==> src/rtl/spi_shift_engine.sv <==
module spi_shift_engine #(
  parameter int DEPTH = 8,
  parameter int DIVW  = 12
) (
  input  logic        clk,
  input  logic        rst_n,
  input  logic        reg_wr,
  input  logic        reg_rd,
  input  logic [2:0]  reg_addr,
  input  logic [31:0] reg_wdata,
  output logic [31:0] reg_rdata,
  output logic        frame_req,
  input  logic        frame_go,
  output logic        frame_done,
  output logic        sck,
  output logic [3:0]  dq_o,
  output logic [3:0]  dq_oe,
  input  logic [3:0]  dq_i
);
  localparam int AW = $clog2(DEPTH);
  localparam logic [AW:0] FULL_N = (AW+1)'(DEPTH);

  logic [DIVW-1:0] div_q, cnt;
  logic [1:0] mode_q, proto_q;
  logic lsb_q, txo_q;
  logic [3:0] len_q, step;
  logic busy, half;
  logic [7:0] sh, rx, outq;
  logic [7:0] txm [DEPTH];
  logic [7:0] rxm [DEPTH];
  logic [AW:0] tx_cnt, rx_cnt;
  logic [AW-1:0] tx_rp, tx_wp, rx_rp, rx_wp;

  logic unused_bits;
  assign unused_bits = ^{reg_wdata[31:20], reg_wdata[15:12]};

  function automatic logic [3:0] lane_out(logic [7:0] s, logic [1:0] p, logic l);
    case (p)
      2'd1: lane_out = l ? {2'b0, s[1:0]} : {2'b0, s[7:6]};
      2'd2: lane_out = l ? s[3:0] : s[7:4];
      default: lane_out = l ? {3'b0, s[0]} : {3'b0, s[7]};
    endcase
  endfunction

  function automatic logic [7:0] lane_shift(logic [7:0] s, logic [1:0] p, logic l);
    case (p)
      2'd1: lane_shift = l ? {2'b0, s[7:2]} : {s[5:0], 2'b0};
      2'd2: lane_shift = l ? {4'b0, s[7:4]} : {s[3:0], 4'b0};
      default: lane_shift = l ? {1'b0, s[7:1]} : {s[6:0], 1'b0};
    endcase
  endfunction

  function automatic logic [7:0] lane_in(logic [7:0] r, logic [3:0] d, logic [1:0] p, logic l);
    case (p)
      2'd1: lane_in = l ? {d[1:0], r[7:2]} : {r[5:0], d[1:0]};
      2'd2: lane_in = l ? {d, r[7:4]} : {r[3:0], d};
      default: lane_in = l ? {d[1], r[7:1]} : {r[6:0], d[1]};
    endcase
  endfunction

  wire tx_full  = tx_cnt == FULL_N;
  wire rx_full  = rx_cnt == FULL_N;
  wire rx_empty = rx_cnt == '0;
  wire wr_txd   = reg_wr && reg_addr == 3'd3;
  wire rd_rxd   = reg_rd && reg_addr == 3'd4;
  wire tx_push  = wr_txd && !tx_full;
  wire rx_pop   = rd_rxd && !rx_empty;
  wire start    = frame_req && frame_go;
  wire cpha     = mode_q[0];
  wire [7:0] tx_head = txm[tx_rp];
  wire [7:0] rx_head = rxm[rx_rp];

  wire [3:0] flen = (len_q == 4'd0 || len_q > 4'd8) ? 4'd8 : len_q;
  wire [7:0] lmask = 8'hFF >> (4'd8 - flen);
  logic [3:0] nsteps, tbits;
  always_comb begin
    case (proto_q)
      2'd1: begin nsteps = (flen + 4'd1) >> 1; tbits = {nsteps[2:0], 1'b0}; end
      2'd2: begin nsteps = (flen + 4'd3) >> 2; tbits = {nsteps[1:0], 2'b00}; end
      default: begin nsteps = flen; tbits = flen; end
    endcase
  end

  wire hit    = busy && cnt == div_q;
  wire lead   = hit && !half;
  wire trail  = hit && half;
  wire last   = step == nsteps - 4'd1;
  wire fin    = trail && last;
  wire launch = cpha ? lead : (trail && !last);
  wire sample = cpha ? trail : lead;
  wire [7:0] ld = lsb_q ? (tx_head & lmask) : (tx_head << (4'd8 - flen));
  wire [7:0] rx_ins = lane_in(rx, dq_i, proto_q, lsb_q);
  wire [7:0] rfin = cpha ? rx_ins : rx;
  wire [7:0] rx_word = (lsb_q ? rfin >> (4'd8 - tbits) : rfin >> (tbits - flen)) & lmask;
  wire rx_push = fin && !txo_q && !rx_full;

  assign frame_req = !busy && tx_cnt != '0;
  assign sck = mode_q[1] ^ (busy & half);
  assign dq_o = outq & dq_oe;

  always_comb begin
    dq_oe = 4'b0;
    if (busy)
      case (proto_q)
        2'd1: dq_oe = txo_q ? 4'b0011 : 4'b0000;
        2'd2: dq_oe = txo_q ? 4'b1111 : 4'b0000;
        default: dq_oe = 4'b0001;
      endcase
  end

  always_comb begin
    case (reg_addr)
      3'd0: reg_rdata = {{(32-DIVW){1'b0}}, div_q};
      3'd1: reg_rdata = {30'b0, mode_q};
      3'd2: reg_rdata = {12'b0, len_q, 12'b0, txo_q, lsb_q, proto_q};
      3'd3: reg_rdata = {tx_full, 31'b0};
      3'd4: reg_rdata = {rx_empty, 23'b0, rx_empty ? 8'h00 : rx_head};
      default: reg_rdata = '0;
    endcase
  end

  always_ff @(posedge clk or negedge rst_n) begin
    if (!rst_n) begin
      div_q <= DIVW'(1); mode_q <= '0; proto_q <= '0;
      lsb_q <= 1'b0; txo_q <= 1'b0; len_q <= 4'd8;
    end else if (reg_wr) begin
      case (reg_addr)
        3'd0: div_q <= reg_wdata[DIVW-1:0];
        3'd1: mode_q <= reg_wdata[1:0];
        3'd2: begin
          proto_q <= reg_wdata[1:0]; lsb_q <= reg_wdata[2];
          txo_q <= reg_wdata[3]; len_q <= reg_wdata[19:16];
        end
        default: ;
      endcase
    end
  end

  always_ff @(posedge clk) begin
    if (tx_push) txm[tx_wp] <= reg_wdata[7:0];
    if (rx_push) rxm[rx_wp] <= rx_word;
  end

  always_ff @(posedge clk or negedge rst_n) begin
    if (!rst_n) begin
      tx_cnt <= '0; tx_rp <= '0; tx_wp <= '0;
      rx_cnt <= '0; rx_rp <= '0; rx_wp <= '0;
    end else begin
      if (tx_push) tx_wp <= tx_wp + AW'(1);
      if (start)   tx_rp <= tx_rp + AW'(1);
      tx_cnt <= tx_cnt + (AW+1)'(tx_push) - (AW+1)'(start);
      if (rx_push) rx_wp <= rx_wp + AW'(1);
      if (rx_pop)  rx_rp <= rx_rp + AW'(1);
      rx_cnt <= rx_cnt + (AW+1)'(rx_push) - (AW+1)'(rx_pop);
    end
  end

  always_ff @(posedge clk or negedge rst_n) begin
    if (!rst_n) begin
      busy <= 1'b0; half <= 1'b0; cnt <= '0; step <= '0;
      sh <= '0; rx <= '0; outq <= '0; frame_done <= 1'b0;
    end else begin
      frame_done <= fin;
      if (start) begin
        busy <= 1'b1; half <= 1'b0; cnt <= '0; step <= '0;
        sh <= cpha ? ld : lane_shift(ld, proto_q, lsb_q);
        if (!cpha) outq <= lane_out(ld, proto_q, lsb_q);
      end else if (busy) begin
        cnt <= hit ? '0 : cnt + DIVW'(1);
        if (hit) half <= ~half;
        if (trail) step <= step + 4'd1;
        if (fin) busy <= 1'b0;
        if (launch) begin
          outq <= lane_out(sh, proto_q, lsb_q);
          sh <= lane_shift(sh, proto_q, lsb_q);
        end
        if (sample) rx <= rx_ins;
      end
    end
  end
endmodule

==> config.mk <==
export PLATFORM = sky130hd
export DESIGN_NAME = spi_shift_engine
export DESIGN_NICKNAME = d
export VERILOG_FILES = /design/src/rtl/spi_shift_engine.sv
export SDC_FILE = /design/constraint.sdc
export NUM_CORES = 1
export LEC_CHECK = 0
export ABC_CLOCK_PERIOD_IN_PS = 10100
export CAP_MARGIN = 20
export CORE_MARGIN = 2
export CORE_UTILIZATION = 35
export DETAILED_ROUTE_END_ITERATION = 6
export GPL_ROUTABILITY_DRIVEN = 0
export PLACE_DENSITY_LB_ADDON = 0.25
export SYNTH_ARGS = -nofsm -noshare
export SYNTH_HDL_FRONTEND = slang
export SYNTH_SLANG_ARGS = --single-unit
==> constraint.sdc <==
create_clock -name clk -period 10.1 [get_ports clk]
set_input_delay 3.03 -clock clk [delete_from_list [all_inputs] [get_ports clk]]
set_output_delay 3.03 -clock clk [all_outputs]
set_load 0.005 [all_outputs]
==> results of run 1 <==
[state kept, by name (all words and copies together) (netlist names), 4 cells and up]
signal / flops
sh: 8
cnt: 12
txm: 64
step: 4
outq: 4
div_q: 12
rx: 8
len_q: 4
rxm: 64
tx_cnt: 4
rx_cnt: 4
[critical path: stages]
cell,delay (ns)
sky130_fd_sc_hd__clkdlybuf4s50_1,0.60
sky130_fd_sc_hd__nor3_1,0.49
sky130_fd_sc_hd__buf_4,0.25
sky130_fd_sc_hd__a22oi_1,0.09
sky130_fd_sc_hd__o21ai_0,0.18
sky130_fd_sc_hd__clkdlybuf4s50_1,0.57
[stage by stage]
stage,worst slack (ns),instance area (sq um),std cells
finish,1.87,13400,1514
global route,1.76,13400,1514
CTS,1.89,13400,1512
detailed placement,1.89,12600,1468
global placement,1.91,12600,1468
floorplan,3.20,11700,1024
[routing by layer]
metal	up-vias	part of all wire
met1	4035	0.47
met3	41	0.058
li1	3848	-
met5	-	0
met2	287	0.45
met4	0	0.019
[report_power, final]
group | leakage (nW) | switching, W | internal [W]
clock network | 0.384 | 0.000347 | 0.000525
logic | 2.41 | 0.000774 | 0.000618
registers | 2.17 | 0.000185 | 0.00107
total | 4.96 | 0.00131 | 0.00221
[layout make-up]
cell class,instances,area (sq um)
Sequential cell,209,5870
Fill cell,3172,19300
Clock inverter,12,118
Clock buffer,32,682
Multi-Input combinational cell,702,5330
Tap cell,442,553
Timing Repair Buffer,75,696
Inverter,42,158
[placed cells by master, fill, tap and decap left out, types with 6 or more instances in the layout]
| master | Yosys | final |
|---|---|---|
| sky130_fd_sc_hd__edfxtp_1 | 128 | 128 |
| sky130_fd_sc_hd__nor2_1 | 84 | 84 |
| sky130_fd_sc_hd__nand2_1 | 82 | 82 |
| sky130_fd_sc_hd__dfrtp_1 | 79 | 78 |
| sky130_fd_sc_hd__clkdlybuf4s50_1 | 0 | 54 |
| sky130_fd_sc_hd__a21oi_1 | 46 | 46 |
| sky130_fd_sc_hd__mux2_2 | 45 | 45 |
| sky130_fd_sc_hd__inv_1 | 38 | 38 |
| sky130_fd_sc_hd__mux2i_1 | 35 | 35 |
| sky130_fd_sc_hd__o21ai_0 | 33 | 33 |
| sky130_fd_sc_hd__xnor2_1 | 32 | 32 |
| sky130_fd_sc_hd__ha_1 | 28 | 28 |
| sky130_fd_sc_hd__clkbuf_16 | 0 | 25 |
| sky130_fd_sc_hd__nor3_1 | 22 | 21 |
| sky130_fd_sc_hd__nand3_1 | 20 | 20 |
| sky130_fd_sc_hd__mux4_2 | 20 | 20 |
| sky130_fd_sc_hd__and2_1 | 19 | 19 |
| sky130_fd_sc_hd__buf_4 | 16 | 19 |
| sky130_fd_sc_hd__nor2b_1 | 16 | 16 |
| sky130_fd_sc_hd__conb_1 | 1 | 15 |
| sky130_fd_sc_hd__xor2_1 | 14 | 14 |
| sky130_fd_sc_hd__nand2b_1 | 13 | 13 |
| sky130_fd_sc_hd__a31oi_1 | 11 | 11 |
| sky130_fd_sc_hd__o22ai_1 | 11 | 11 |
| sky130_fd_sc_hd__a211oi_1 | 11 | 11 |
| sky130_fd_sc_hd__mux4_1 | 11 | 11 |
| sky130_fd_sc_hd__nand4_1 | 8 | 8 |
| sky130_fd_sc_hd__a221oi_1 | 8 | 8 |
| sky130_fd_sc_hd__o221ai_1 | 7 | 7 |
| sky130_fd_sc_hd__o211ai_1 | 7 | 7 |
| sky130_fd_sc_hd__nor4_1 | 6 | 6 |
| sky130_fd_sc_hd__clkinv_1 | 3 | 6 |
| sky130_fd_sc_hd__o221a_2 | 6 | 6 |
| sky130_fd_sc_hd__and3_1 | 6 | 6 |
[cell families after synthesis]
kind of cell             after synthesis  share of synthesized area
other                                  1                   0.000322
buffers and inverters                113                     0.0439
multiplexers                         115                      0.142
flip-flops                           209                      0.504
adder cells (fa/ha/maj)               31                     0.0352
AO/OA/AOI/OAI                        202                      0.121
XOR/XNOR                              46                     0.0346
AND/OR/NAND/NOR                      293                      0.119
[worst paths after layout]
| kind | endpoint | cells after the start |
|---|---|---|
| max reg2reg | rxm[7][1] | 12 |
| min reg2reg | outq[1] | 1 |
| min | outq[1] | 1 |
| max | reg_rdata[3] | 6 |
| max in group asynchronous | lsb_q | 2 |
| min in group asynchronous | outq[0] | 1 |
==> out/qor_table.md, run 1 <==
| Group | Result | This run |
|:---|:---|:---|
| grt | Met3 routing resource usage after global routing | 0.0244 |
| run | Number of max-cap violations | 0 |
| route | Wire length reported by the detailed router | 29.5 mm |
| grt | Busiest layer in global routing | met2 |
| floorplanning | Total core area | 0.0327 sq mm |
| timing | Pins over their slew limit | 0 |
| timing | Transition time of the tightest slew-check pin | 1.02 ns |
| critical path | Capturing element type of the critical path | output port |
| critical path | R2r startpoint | len_q[1] |
| timing | Setup-violating endpoint count in the final report | 0 |
| clocking | Number of H-tree branching levels | 1 |
| synth | Number of flops mapped to enable cells by yosys | 128 |
| clocking | Root Driver | sky130_fd_sc_hd__clkbuf_16 |
| power and ir drop | Total power density per cell area | 263 mW/mm^2 |
| floorplanning | Cell Rows | 66 |
| grt | GRT Total Usage | 0.166 |
| synth | Total standard cell area after synthesis | 0.0117 sq mm |
| clocking | Insertion delay to the later sink of the worst-skew pair | 0.52 ns |
| run status | Result of the run | finished clean |
| critical path | Arrival time at the worst endpoint | 5.20 ns |
| floorplanning | Full die area | 0.0348 sq mm |
| synth | Synthesis warning total | 0 |
| route | Number of detailed-route iterations in the first pass | 5 |
| placed design | Count of input and output buffers | 55 |
| floorplanning | Starting density of the core | 0.356 |
| synth | Top cells by instance count after synthesis | sky130_fd_sc_hd__edfxtp_1 (128), sky130_fd_sc_hd__nor2_1 (84), sky130_fd_sc_hd__nand2_1 (82), sky130_fd_sc_hd__dfrtp_1 (79), sky130_fd_sc_hd__a21oi_1 (46) |
| critical path | Critical path peak fanout | 10 |
| clocking | TritonCTS Sinks | 209 |
| floorplanning | Die Wd | 186 um |
| critical path | Minimum setup slack among reg-to-reg paths | 4.95 ns |
| clocking | TritonCTS clock tree | yes |
| grt | Maximum number of pins on one net before global-route repair | 66 |
| layout | Number of diodes | 0 |
| grt | Via count of the first global-routing pass | 7,879 |
| critical path | Critical Path RT | 7.07 ns |
| synth | Gate count after technology mapping | 1,010 |
| power and ir drop | Static leakage | 4.96 nW |
| synth | Synthesized area divided by synthesized cell count | 11.5 sq um |
| layout | Core occupancy in the finished layout | 0.410 |
| clocking | Worst-case clock buffer depth | 3 |
| route | Vias per cell | 5.42 |
| timing | Hold violation count in the final report | 0 |
| grt | First-pass GRT wire length | 45.8 mm |
| layout | Final net count | 1,129 |
| grt | Routing usage on met2 | 0.256 |
| synth | Share of flip-flops with an asynchronous set or reset after synthesis | 0.388 |
| min path | Hold Crit Start | outq[1] |
| route | # DRC | 0 |
| timing | Worst rel slew slack | 0.320 |
| synth | Top-area cell type share of the netlist area | 0.330 |
| grt | Global routing met1 resource utilization | 0.244 |
| power and ir drop | Pwr Total | 0.00352 W |
| grt | Total overflow reported by the global router | 0 |
| timing | Setup repair after global routing missed its margin | no |
| grt | Initial antenna violation count | 0 |
| layout | Fraction of final layout cells sized beyond drive strength 1 | 0.135 |
| route | Routed Antenna Nets | 0 |
| synth | Fraction of the yosys area taken by sequential cells | 0.504 |
| timing | Min Clock Period, post-route | 8.23 ns |
| clocking | Number of buffers inserted to repair setup after CTS | 0 |
| critical path | CP Launch Point | reg_addr[0] |
| route | Via count of the routed design | 8,211 |
| power and ir drop | Peak supply drop | 0.000153 V |
| critical path | Sort of element at the start of the critical path | primary input |
| critical path | Worst setup path category | in2out |
| clocking | Count of cells resized by post-cts repair | 0 |
| clocking | Clock-pin slew on the worst setup and hold paths | 0.06 ns |
| synth | Cell variety after synth | 81 |
| timing | Period utilisation layout | 0.815 |
| synth | Number of storage elements in the synthesis netlist | 209 |
| route | Average routed wire per standard cell | 19.5 um |
| synth | Leading register cell type out of synthesis | sky130_fd_sc_hd__edfxtp_1 |
| min path | Class of the most critical hold timing path | reg2reg |
| floorplanning | Count of pins on the block boundary | 87 |
| timing | Setup TNS after final layout | 0 ns |
| clocking | Inserted Clock Buffers | 24 |
| timing | Worst clock skew on the final layout | 0.0164 ns |
| synth | Dominant cell by count in the synthesized netlist | sky130_fd_sc_hd__edfxtp_1 |
| placed design | Sum of net half-perimeters after detailed placement | 20.2 mm |
| timing | Fin Hold WS | 0.501 ns |
| synth | Synth area leaders | sky130_fd_sc_hd__edfxtp_1 (33%), sky130_fd_sc_hd__dfrtp_1 (17%), sky130_fd_sc_hd__mux2_2 (4.3%) |
| floorplanning | Die height | 186 um |
| clocking | Post-CTS Hold Buffers | 0 |
| route | Drt first-iter violations | 809 |
| timing | Fmax | 122 MHz |
| layout | Synthesis-to-finish area growth | 15.0% |
| synth | Area leader, netlist | sky130_fd_sc_hd__edfxtp_1 |
(Power assumes the default switching activity.)
==> run 2: changes to the inputs <==
--- a/config.mk
+++ b/config.mk
@@ -5,7 +5,7 @@
 export SDC_FILE = /design/constraint.sdc
 export NUM_CORES = 1
 export LEC_CHECK = 0
-export ABC_CLOCK_PERIOD_IN_PS = 10100
+export ABC_CLOCK_PERIOD_IN_PS = 6910
 export CAP_MARGIN = 20
 export CORE_MARGIN = 2
 export CORE_UTILIZATION = 35
==> constraint.sdc (replaced) <==
create_clock -name clk -period 6.91 [get_ports clk]
set_input_delay 2.073 -clock clk [delete_from_list [all_inputs] [get_ports clk]]
set_output_delay 2.073 -clock clk [all_outputs]
set_load 0.005 [all_outputs]
==> out/qor_table.md, run 2 (same netlist as run 1, synthesis figures left out) <==
| Group | Result | This run | Change |
|:---|:---|:---|:---|
| clocking | TritonCTS Sinks | 209 | unchanged |
| critical path | Critical path peak fanout | 10 | unchanged |
| critical path | FF-to-FF path depth | 12 | unchanged |
| grt | First-pass GRT wire length | 46.6 mm | was 45.8 mm |
| timing | Fmax | 161 MHz |  |
| critical path | Critical Path RT | 4.84 ns | was 7.07 ns |
| route | Average routed wire per standard cell | 19.3 um | was 19.5 um |
| layout | Final net count | 1,133 | was 1,129 |
| layout | Synthesis-to-finish area growth | 15.8% | was 15.0% |
| route | # DRC | 0 | unchanged |
| layout | Most common cell after layout, fill and taps aside | sky130_fd_sc_hd__edfxtp_1 | unchanged |
| power and ir drop | Relative contribution of the clock network to total power | 0.262 | was 0.248 |
| route | Drt first-iter violations | 809 | unchanged |
| timing | Pins over their slew limit | 0 | unchanged |
| timing | Hold violation count in the final report | 0 | unchanged |
| power and ir drop | Total power density per cell area | 389 mW/mm^2 | was 263 mW/mm^2 |
| layout | Fraction of final layout cells sized beyond drive strength 1 | 0.140 | was 0.135 |
| run status | Result of the run | finished clean | unchanged |
| layout | Largest registers | rxm x64, txm x64 | unchanged |
| critical path | Capturing element type of the critical path | output port | unchanged |
| critical path | Arrival time at the worst endpoint | 4.15 ns | was 5.20 ns |
| layout | Number of non-filler instances in the completed layout | 1,518 | was 1,514 |
| clocking | Post-CTS Hold Buffers | 0 | unchanged |
| timing | Period utilisation layout | 0.900 |  |
| critical path | Minimum setup slack among reg-to-reg paths | 1.69 ns | was 4.95 ns |
| run | Number of max-cap violations | 0 | unchanged |
| floorplanning | Starting density of the core | 0.356 | unchanged |
| floorplanning | Full die area | 0.0348 sq mm | unchanged |
| critical path | Sort of element at the start of the critical path | primary input | unchanged |
| power and ir drop | Internal power summed over all cells | 0.00333 W | was 0.00221 W |
| clocking | Insertion delay to the later sink of the worst-skew pair | 0.53 ns | was 0.52 ns |
| clocking | Inserted Clock Buffers | 25 | was 24 |
| route | Number of detailed-route iterations in the first pass | 6 | was 5 |
| grt | GRT Total Usage | 0.168 | was 0.166 |
| clocking | Root Driver | sky130_fd_sc_hd__clkbuf_16 | unchanged |
| layout | Top library cells by usage in the layout, fill and taps aside | sky130_fd_sc_hd__edfxtp_1 (128), sky130_fd_sc_hd__nor2_1 (84), sky130_fd_sc_hd__nand2_1 (82) | unchanged |
| floorplanning | Die Wd | 186 um | unchanged |
| critical path | Critical path capture point | reg_rdata[3] | unchanged |
| grt | Maximum number of pins on one net before global-route repair | 66 | unchanged |
| power and ir drop | Static leakage | 5.02 nW | was 4.96 nW |
| power and ir drop | Power spent charging and discharging nets | 0.00193 W | was 0.00131 W |
| floorplanning | Die height | 186 um | unchanged |
| route | Vias per cell | 5.39 | was 5.42 |
| timing | Setup TNS after final layout | 0 ns | unchanged |
| clocking | Clock-pin slew on the worst setup and hold paths | 0.05 ns | was 0.06 ns |
| timing | Setup repair after global routing missed its margin | no | unchanged |
| power and ir drop | Peak supply drop | 0.000204 V | was 0.000153 V |
| placed design | Count of input and output buffers | 55 | unchanged |
| timing | Transition time of the tightest slew-check pin | 1.02 ns | about the same |
| floorplanning | Cell Rows | 66 | unchanged |
| min path | Class of the most critical hold timing path | reg2reg | unchanged |
| power and ir drop | Switching share of power | 0.367 | was 0.371 |
| clocking | TritonCTS clock tree | yes | unchanged |
| critical path | Worst reg2reg endpoint | rxm[6][1] | was rxm[7][1] |
| critical path | CP Launch Point | reg_addr[0] | unchanged |
| timing | Worst clock skew on the final layout | 0.0231 ns | was 0.0164 ns |
| floorplanning | Total core area | 0.0327 sq mm | unchanged |
| clocking | Number of buffers inserted to repair setup after CTS | 0 | unchanged |
| placed design | Sum of net half-perimeters after detailed placement | 20.4 mm | was 20.2 mm |
| critical path | R2r startpoint | len_q[1] | unchanged |
| clocking | Count of cells resized by post-cts repair | 0 | unchanged |
| route | Wire length reported by the detailed router | 29.3 mm | was 29.5 mm |
| power and ir drop | Seq pwr share | 0.349 | was 0.357 |
| route | Via count of the routed design | 8,182 | was 8,211 |
| timing | Worst rel slew slack | 0.321 | was 0.320 |
| timing | Setup-violating endpoint count in the final report | 0 | unchanged |
| placed design | Cell Count Post-Placement | 1,473 | was 1,468 |
| clocking | Worst-case clock buffer depth | 3 | unchanged |
| grt | Total overflow reported by the global router | 0 | unchanged |
| route | Routed Antenna Nets | 0 | unchanged |
| critical path | Worst setup path category | in2out | unchanged |
| grt | Initial antenna violation count | 0 | unchanged |
| layout | Number of diodes | 0 | unchanged |
| grt | Via count of the first global-routing pass | 7,896 | was 7,879 |
| timing | Min Clock Period, post-route | 6.22 ns |  |
| clocking | Number of H-tree branching levels | 1 | unchanged |
| floorplanning | Count of pins on the block boundary | 87 | unchanged |
| power and ir drop | Combinational share of power | 0.389 | was 0.395 |
[run 2: changes by cell type in the layout (fill, tap and decap cells not counted), moves of 2 or more]
cell,delta
sky130_fd_sc_hd__bufinv_16,+3
sky130_fd_sc_hd__inv_6,+2
sky130_fd_sc_hd__clkinv_2,+2
sky130_fd_sc_hd__clkinvlp_4,-2
sky130_fd_sc_hd__buf_4,+5
sky130_fd_sc_hd__clkbuf_8,-3
[run 2: layout make-up]
| cell class | count | area [sq um] |
|---|---|---|
| fillers | 3123 | 19200 |
| flip-flops and latches | 209 | 5870 |
| multi-input cells | 702 | 5330 |
| repair buffers | 78 | 721 |
| clock buffers | 28 | 637 |
| well taps | 442 | 553 |
| clock inverters | 17 | 225 |
| inverters | 42 | 158 |
[run 2: layer usage]
layer | routed length [um] | GRT usage | up-vias
li1 | - | - | 3868
met1 | 14000 | 0.248 | 3997
met2 | 13300 | 0.261 | 274
met3 | 1560 | 0.0261 | 43
met4 | 456 | 0.0372 | 0
met5 | 0 | 0 | -
[run 2: stage by stage]
| stage | util | hold slack, ns | setup slack, ns | total power [W] | instance area (sq um) |
|---|---|---|---|---|---|
| floorplan | - | 0.472 | 1.92 | 0.00330 | 11700 |
| global placement | 0.386 | 0.484 | 0.700 | 0.00388 | 12600 |
| detailed placement | 0.386 | 0.490 | 0.678 | 0.00389 | 12600 |
| CTS | 0.413 | 0.502 | 0.674 | 0.00529 | 13500 |
| global route | 0.413 | 0.513 | 0.464 | 0.00560 | 13500 |
| finish | 0.413 | 0.498 | 0.689 | 0.00526 | 13500 |
[run 2: worst min path at each step]
stage | end | slack, ns | depth (start not counted) | startpoint
global placement | outq[1] | 0.48 | 1 | outq[1]
global route | outq[1] | 0.51 | 1 | outq[1]
floorplan | outq[1] | 0.47 | 1 | outq[1]
finish | outq[1] | 0.50 | 1 | outq[1]
CTS | outq[1] | 0.50 | 1 | outq[1]
detailed placement | outq[1] | 0.49 | 1 | outq[1]
[run 2: critical path: stages]
cell and delay (ns):
sky130_fd_sc_hd__clkdlybuf4s50_1 0.60, sky130_fd_sc_hd__nor2_1 0.25, sky130_fd_sc_hd__nand3_1 0.30, sky130_fd_sc_hd__o21ai_0 0.36, sky130_fd_sc_hd__clkdlybuf4s50_1 0.56
[run 2: power by group through the flow]
stage | sequential (W) | combinational [W] | clock, W
6_report | 0.00184 | 0.00205 | 0.00137
5_1_grt | 0.00187 | 0.00227 | 0.00147
4_1_cts | 0.00184 | 0.00204 | 0.00141
3_5_place_dp | 0.00186 | 0.00203 | 0
3_3_place_gp | 0.00186 | 0.00201 | 0
2_1_floorplan | 0.00170 | 0.00160 | 0
